**src/rtl/clk_lane_pkg.sv**
```systemverilog
package clk_lane_pkg;
  typedef enum logic [2:0] {
    LN_LP11 = 3'd0, LN_LP01 = 3'd1, LN_LP00 = 3'd2, LN_HS0 = 3'd3, LN_HSCLK = 3'd4
  } lane_e;

  typedef enum logic [2:0] {
    ST_STOP = 3'd0, ST_LPRQ = 3'd1, ST_PREP = 3'd2, ST_ZERO = 3'd3,
    ST_PRE = 3'd4, ST_RUN = 3'd5, ST_POST = 3'd6, ST_TRAIL = 3'd7
  } fsm_e;

  function automatic int unsigned ceil_div(input int unsigned a, input int unsigned b);
    return (a + b - 1) / b;
  endfunction
endpackage

```
**src/rtl/clk_lane_timer.sv**
```systemverilog
module clk_lane_timer #(
  parameter int unsigned CW = 16
) (
  input  logic          clk_i,
  input  logic          rst_ni,
  input  logic          load_i,
  input  logic [CW-1:0] val_i,
  output logic          done_o
);
  logic [CW-1:0] cnt_q;

  always_ff @(posedge clk_i or negedge rst_ni) begin
    if (!rst_ni)            cnt_q <= '0;
    else if (load_i)        cnt_q <= val_i;
    else if (cnt_q != '0)   cnt_q <= cnt_q - 1'b1;
  end

  assign done_o = (cnt_q == '0);

  // expired timer stays expired until reloaded
  assert_timer_hold_R2: assert property (@(posedge clk_i) disable iff (!rst_ni)
    (done_o && !load_i) |=> done_o);
endmodule

```
**src/rtl/clk_lane_cfg_chk.sv**
```systemverilog
module clk_lane_cfg_chk
  import clk_lane_pkg::*;
#(
  parameter int unsigned CW     = 16,
  parameter int unsigned UW     = 8,
  parameter int unsigned CLK_PS = 8000
) (
  input  logic          clk_i,
  input  logic          rst_ni,
  input  logic [CW-1:0] prep_cyc_i,
  input  logic [UW-1:0] pre_ui_i,
  input  logic [UW-1:0] ui_cyc_i,
  input  logic [CW-1:0] post_cyc_i,
  input  logic [CW-1:0] trail_cyc_i,
  output logic          err_o
);
  localparam int unsigned PW = CW + UW + 7;
  localparam logic [CW-1:0] PREP_MIN  = CW'(ceil_div(38000, CLK_PS));
  localparam logic [CW-1:0] PREP_MAX  = CW'(95000 / CLK_PS);
  localparam logic [CW-1:0] TRAIL_MIN = CW'(ceil_div(60000, CLK_PS));
  localparam logic [UW-1:0] PRE_MIN   = UW'(8);

  logic [PW-1:0] post_min;
  logic          bad, err_q;

  always_comb begin
    post_min = PW'(TRAIL_MIN) + PW'(ui_cyc_i) * PW'(52);
    bad = (prep_cyc_i < PREP_MIN) || (prep_cyc_i > PREP_MAX)
       || (ui_cyc_i == '0) || (pre_ui_i < PRE_MIN)
       || (trail_cyc_i < TRAIL_MIN) || (PW'(post_cyc_i) < post_min);
  end

  always_ff @(posedge clk_i or negedge rst_ni) begin
    if (!rst_ni) err_q <= 1'b0;
    else         err_q <= bad;
  end

  assign err_o = err_q;
endmodule

```
**src/rtl/clk_lane_ctrl.sv**
```systemverilog
module clk_lane_ctrl
  import clk_lane_pkg::*;
#(
  parameter int unsigned CW     = 16,
  parameter int unsigned UW     = 8,
  parameter int unsigned CLK_PS = 8000
) (
  input  logic          clk_i,
  input  logic          rst_ni,
  input  logic          start_i,
  input  logic          stop_i,
  input  logic          data_idle_i,
  input  logic [CW-1:0] lpx_cyc_i,
  input  logic [CW-1:0] prep_cyc_i,
  input  logic [CW-1:0] zero_cyc_i,
  input  logic [UW-1:0] pre_ui_i,
  input  logic [UW-1:0] ui_cyc_i,
  input  logic [CW-1:0] post_cyc_i,
  input  logic [CW-1:0] trail_cyc_i,
  output logic          grant_o,
  output logic [2:0]    lane_st_o,
  output logic [2:0]    state_o,
  output logic          err_o
);
  fsm_e          state_q, nxt;
  lane_e         lane;
  logic          stop_req_q, go_post, load, done, err;
  logic [CW-1:0] ld_val, pre_cyc;

  function automatic logic [CW-1:0] m1(input logic [CW-1:0] v);
    return (v == '0) ? '0 : v - 1'b1;
  endfunction

  clk_lane_cfg_chk #(.CW(CW), .UW(UW), .CLK_PS(CLK_PS)) u_chk (
    .clk_i, .rst_ni, .prep_cyc_i, .pre_ui_i, .ui_cyc_i,
    .post_cyc_i, .trail_cyc_i, .err_o(err)
  );

  clk_lane_timer #(.CW(CW)) u_tmr (
    .clk_i, .rst_ni, .load_i(load), .val_i(ld_val), .done_o(done)
  );

  assign pre_cyc = CW'(pre_ui_i) * CW'(ui_cyc_i);
  assign go_post = (stop_req_q || stop_i) && data_idle_i;

  always_comb begin
    nxt    = state_q;
    load   = 1'b0;
    ld_val = '0;
    unique case (state_q)
      ST_STOP:  if (start_i && !err) begin nxt = ST_LPRQ;  load = 1'b1; ld_val = m1(lpx_cyc_i);   end
      ST_LPRQ:  if (done)            begin nxt = ST_PREP;  load = 1'b1; ld_val = m1(prep_cyc_i);  end
      ST_PREP:  if (done)            begin nxt = ST_ZERO;  load = 1'b1; ld_val = m1(zero_cyc_i);  end
      ST_ZERO:  if (done)            begin nxt = ST_PRE;   load = 1'b1; ld_val = m1(pre_cyc);     end
      ST_PRE:   if (done)                  nxt = ST_RUN;
      ST_RUN:   if (go_post)         begin nxt = ST_POST;  load = 1'b1; ld_val = m1(post_cyc_i);  end
      ST_POST:  if (done)            begin nxt = ST_TRAIL; load = 1'b1; ld_val = m1(trail_cyc_i); end
      ST_TRAIL: if (done)                  nxt = ST_STOP;
      default:                             nxt = ST_STOP;
    endcase
  end

  always_ff @(posedge clk_i or negedge rst_ni) begin
    if (!rst_ni) begin
      state_q    <= ST_STOP;
      stop_req_q <= 1'b0;
    end else begin
      state_q    <= nxt;
      // stop held until data lanes go idle
      stop_req_q <= (state_q == ST_RUN) && (stop_req_q || stop_i) && !go_post;
    end
  end

  always_comb begin
    unique case (state_q)
      ST_STOP:                 lane = LN_LP11;
      ST_LPRQ:                 lane = LN_LP01;
      ST_PREP:                 lane = LN_LP00;
      ST_ZERO, ST_TRAIL:       lane = LN_HS0;
      default:                 lane = LN_HSCLK;
    endcase
  end

  assign grant_o   = (state_q == ST_RUN);
  assign lane_st_o = lane;
  assign state_o   = state_q;
  assign err_o     = err;

  assert_grant_clocked_R4: assert property (@(posedge clk_i) disable iff (!rst_ni)
    grant_o |-> (lane_st_o == LN_HSCLK));
  assert_grant_after_pre_R4: assert property (@(posedge clk_i) disable iff (!rst_ni)
    $rose(grant_o) |-> ($past(state_q) == ST_PRE));
  assert_bridge_from_lp01_R2: assert property (@(posedge clk_i) disable iff (!rst_ni)
    (lane_st_o == LN_LP00 && $past(lane_st_o) != LN_LP00) |-> ($past(lane_st_o) == LN_LP01));
  assert_stop_waits_idle_R7: assert property (@(posedge clk_i) disable iff (!rst_ni)
    (state_q == ST_RUN && !data_idle_i) |=> (state_q == ST_RUN));
  assert_err_blocks_start_R10: assert property (@(posedge clk_i) disable iff (!rst_ni)
    (state_q == ST_STOP && err_o) |=> (state_q == ST_STOP));
  assert_trail_exit_R6: assert property (@(posedge clk_i) disable iff (!rst_ni)
    ($past(state_q) == ST_TRAIL && state_q != ST_TRAIL) |-> (lane_st_o == LN_LP11));
endmodule

```
**config.mk**
```make
export PLATFORM = sky130hd
export DESIGN_NAME = clk_lane_ctrl
export DESIGN_NICKNAME = d
export VERILOG_FILES = /design/src/rtl/clk_lane_pkg.sv /design/src/rtl/clk_lane_timer.sv /design/src/rtl/clk_lane_cfg_chk.sv /design/src/rtl/clk_lane_ctrl.sv
export SDC_FILE = /design/constraint.sdc
export NUM_CORES = 1
export LEC_CHECK = 0
export BUFFER_PORTS_ARGS = -buffer_cell sky130_fd_sc_hd__buf_2
export CAP_MARGIN = 30
export CELL_PAD_IN_SITES_DETAIL_PLACEMENT = 1
export CELL_PAD_IN_SITES_GLOBAL_PLACEMENT = 1
export CORE_MARGIN = 3
export CORE_UTILIZATION = 44
export DETAILED_ROUTE_END_ITERATION = 12
export PLACE_DENSITY_LB_ADDON = 0.1
export SYNTH_ARGS = -nofsm -noshare
export SYNTH_HDL_FRONTEND = slang
export SYNTH_SLANG_ARGS = --single-unit
```
**constraint.sdc**
```tcl
create_clock -name clk_i -period 3.45 [get_ports clk_i]
set_input_delay 0.5175 -clock clk_i [delete_from_list [all_inputs] [get_ports clk_i]]
set_output_delay 0.5175 -clock clk_i [all_outputs]
set_load 0.02 [all_outputs]
```
==> results.sh <==
export IMPL_status="finished, violations left"
export IMPL_violations="negative setup slack"
export IMPL_setup_ws_ps=-1640
export IMPL_synth_cells=867
export IMPL_num_io_pins=109
export IMPL_clock_fmax_mhz=197
export IMPL_fin_nets=1330
export IMPL_syn2layout_area_growth_pct=37.2
export IMPL_num_antenna_cells=0
export IMPL_chipWidth_um=130
export IMPL_finalSetupViolCount=17
export IMPL_whs_ps=217
export IMPL_synth_top_area_cell="ha_1"
export IMPL_powerDensity_nw_per_um2=526
export IMPL_routed_via_density=6.11
export IMPL_crit_path_start_kind="input pin"
export IMPL_reg2reg_slack_ps=370
export IMPL_synth_async_reset_ratio_pct=100
export IMPL_synthesis_nets=1096
export IMPL_cts_clk_slew_worst_paths_ps=60
export IMPL_cp_max_fo=4
export IMPL_cts_sinks=21
export IMPL_arrival_ps=5280
export IMPL_core_area_um2=14800
export IMPL_initial_core_util_pct=45.8
export IMPL_antenna_found_initial=0
export IMPL_fill_cells=1757
export IMPL_hpwl_um=19600
export IMPL_dr_pass1_iters=5
export IMPL_critPathTopFamily="adder cells"
export IMPL_die_area_um2=17000
export IMPL_cts_tree="done"
export IMPL_cp_end_kind="flip-flop"
export IMPL_reg2reg_to="u_tmr.cnt_q[5]$_DFFE_PN0P_"
export IMPL_max_cap_violations=0
export IMPL_syn_cell_area_um2=6790
export IMPL_overflow=0
export IMPL_grt_pass1_wl_um=41000
export IMPL_setup_tns_ps=-25970
export IMPL_synth_area_per_cell_um2=7.83
export IMPL_rows=44
export IMPL_worstMarginPinSlew_ps=679
export IMPL_synth_ff_type="dfrtp_1"
export IMPL_gp_congestion=0.943
export IMPL_grt_max_degree=22
export IMPL_fin_crit_ps=5090
export IMPL_cts_htree_levels=1
export IMPL_cp_slowest_cell="fa_1"
export IMPL_ys_top_cells_by_area="ha_1 (16%), fa_1 (12%), xnor2_1 (8.9%)"
export IMPL_chipHeight_um=130
export IMPL_power_w=0.00490
export IMPL_synth_edf_count=0
export IMPL_rsz0062_at_grt="yes"
export IMPL_ant_nets=0
export IMPL_yosysWarnings=0
export IMPL_slowest_delay_ps=540
export IMPL_skew_ps=4.07
export IMPL_clockBufferDepth=2
export IMPL_drive_above_1_share_pct=32.5
export IMPL_worstSetupPathType="in2reg"
export IMPL_grt_usage_pct=30.3
export IMPL_rr_startpoint="u_tmr.cnt_q[1]$_DFFE_PN0P_"
export IMPL_path_common_cell="fa_1"
export IMPL_slew_violations=0
export IMPL_grt_pass1_vias=8150
export IMPL_yosysTopAreaCellShare_pct=16.0
export IMPL_relSlewSlack_pct=54.1
export IMPL_num_vias=7847
export IMPL_synth_distinct_cells=73
export IMPL_hp_class="in2async"
export IMPL_leakagePower_nw=4.24
export IMPL_period_share_pct=147
export IMPL_totalWireLength_um=30400
export IMPL_routed_wire_length_per_instance_um=23.7
export IMPL_drt_initial_drc_count=436
export IMPL_ys_seq_area_share_pct=7.74
export IMPL_port_buffers=108
export IMPL_ys_ff_latch=21
export IMPL_root_buffer="clkbuf_16"
export IMPL_drc=0
export IMPL_irDropWorstVdd_uv=380
export IMPL_finalHoldViolCount=0
export IMPL_numCtsBuffers=3
export IMPL_postCtsHoldBufs=0
export IMPL_path_cells="buf_2 > nand2_2 > fa_1 > fa_1 > inv_2 > fa_1 > inv_1 > fa_1 > inv_2 > ha_4 > buf_4 > a21oi_1 > o21ai_2 > nor3_2 > or2_2 > nand4_2 > or4_1 > a21o_1 > a21oi_2"
export IMPL_required_ps=3640
export IMPL_crit_buf_inv=5
export IMPL_reg2reg_depth=10
export IMPL_clock_latency_ps=260
logic make-up (layout without fill, tap and decap cells):
logic type	after synthesis	in the layout	share of synthesized area, %
AO/OA/AOI/OAI	164	165	16.6
XOR/XNOR	113	113	14.9
adder cells (fa/ha/maj)	128	128	28.1
buffers and inverters	119	351	6.97
flip-flops	21	21	7.74
multiplexers	3	3	0.442
AND/OR/NAND/NOR	319	319	25.2
Yosys cell counts, drive strengths merged, types with 4 or more instances:
library cell  instances
dfrtp                21
ha                   87
o22ai                22
o21a                  4
o21bai                4
nand4                 7
nor4                 20
a21oi                44
or4                  11
and3                  8
nor3b                 4
o221ai                8
and2                 56
nor3                 38
o41ai                 4
nand3                20
a21boi                5
nor2                 62
clkbuf                6
a211oi                8
fa                   41
or3                   9
o21ai                21
buf                  14
nand2b                8
a31oi                 8
xnor2                72
nor2b                 4
a21o                 14
nand2                56
xor2                 41
inv                  99
area by class of cell:
class	instances	area, um2	area share [%]
tap	184	230	2.47
clock buffer	3	75.1	0.806
multi-input combinational	728	6370	68.4
timing repair buffer	248	1740	18.6
sequential	21	526	5.64
clock inverter	1	7.51	0.0806
inverter	99	372	3.99
worst max-delay path by stage:
| stage | end | cells after the start | slack [ps] | start |
|---|---|---|---|---|
| CTS | u_tmr.cnt_q[10]$_DFFE_PN0P_ | 18 | -1380 | pre_ui_i[5] |
| global placement | u_tmr.cnt_q[3]$_DFFE_PN0P_ | 17 | -1800 | pre_ui_i[2] |
| floorplan | u_tmr.cnt_q[14]$_DFFE_PN0P_ | 18 | -1440 | pre_ui_i[2] |
| finish | u_tmr.cnt_q[14]$_DFFE_PN0P_ | 19 | -1640 | pre_ui_i[1] |
| global route | u_tmr.cnt_q[14]$_DFFE_PN0P_ | 21 | -1770 | pre_ui_i[1] |
| detailed placement | u_tmr.cnt_q[5]$_DFFE_PN0P_ | 17 | -2030 | pre_ui_i[2] |
timing repair:
| action | 4_1_cts | 5_1_grt |
|---|---|---|
| pin swaps | 46 | 53 |
| cloned | 1 | 0 |
| buffers inserted | 5 | 10 |
| resized for setup | 70 | 46 |
| setup endpoints to repair | 17 | 17 |
metrics by stage:
stage | utilization [%] | instance area [um2] | cells | setup slack [ps]
after detailed placement | 58.0 | 8590 | 1265 | -2030
final | 62.9 | 9310 | 1284 | -1640
after global routing | 62.9 | 9310 | 1284 | -1770
after CTS | 61.1 | 9050 | 1274 | -1380
after floorplan | - | 6960 | 867 | -1440
after global placement | 58.0 | 8590 | 1265 | -1800
report_power, final:
group / switching, W / leakage (nW) / internal [W]
Clock: 0.0000972 / 0.0371 / 0.000157
Combinational: 0.00224 / 3.96 / 0.00200
Sequential: 0.0000866 / 0.243 / 0.000318
flip-flops by register name (all words and copies together) (netlist names):
signal,count
u_chk.err_o,1
u_tmr.cnt_q,16
stop_req_q,1
state_o,3
worst reg2reg max path: stages (launching register included):
cell and delay [ps]:
dfrtp_1 430, inv_1 100, ha_1 150, nor4b_1 390
and4_1 310, buf_4 250, a2111o_1 300, buf_4 310
o221ai_1 210, nor3_1 390, a2bb2oi_2 120
cells in the final DEF (no fill, tap or decap), drive strengths merged, types with 22 or more instances in the layout:
| cell type | count |
|---|---|
| o22ai | 22 |
| nor2 | 62 |
| and2 | 56 |
| buf | 248 |
| xnor2 | 72 |
| inv | 99 |
| nand2 | 56 |
| ha | 87 |
| a21oi | 44 |
| nor3 | 38 |
| xor2 | 41 |
| fa | 41 |
per-layer routing:
layer / track usage [%] / part of all wire (%)
met4: 11.5 / 7.0
met1: 32.9 / 36
met3: 2.29 / 4.2
met5: 0 / 0
met2: 60.3 / 52
Note: power is estimated with default switching activity, not from simulation.
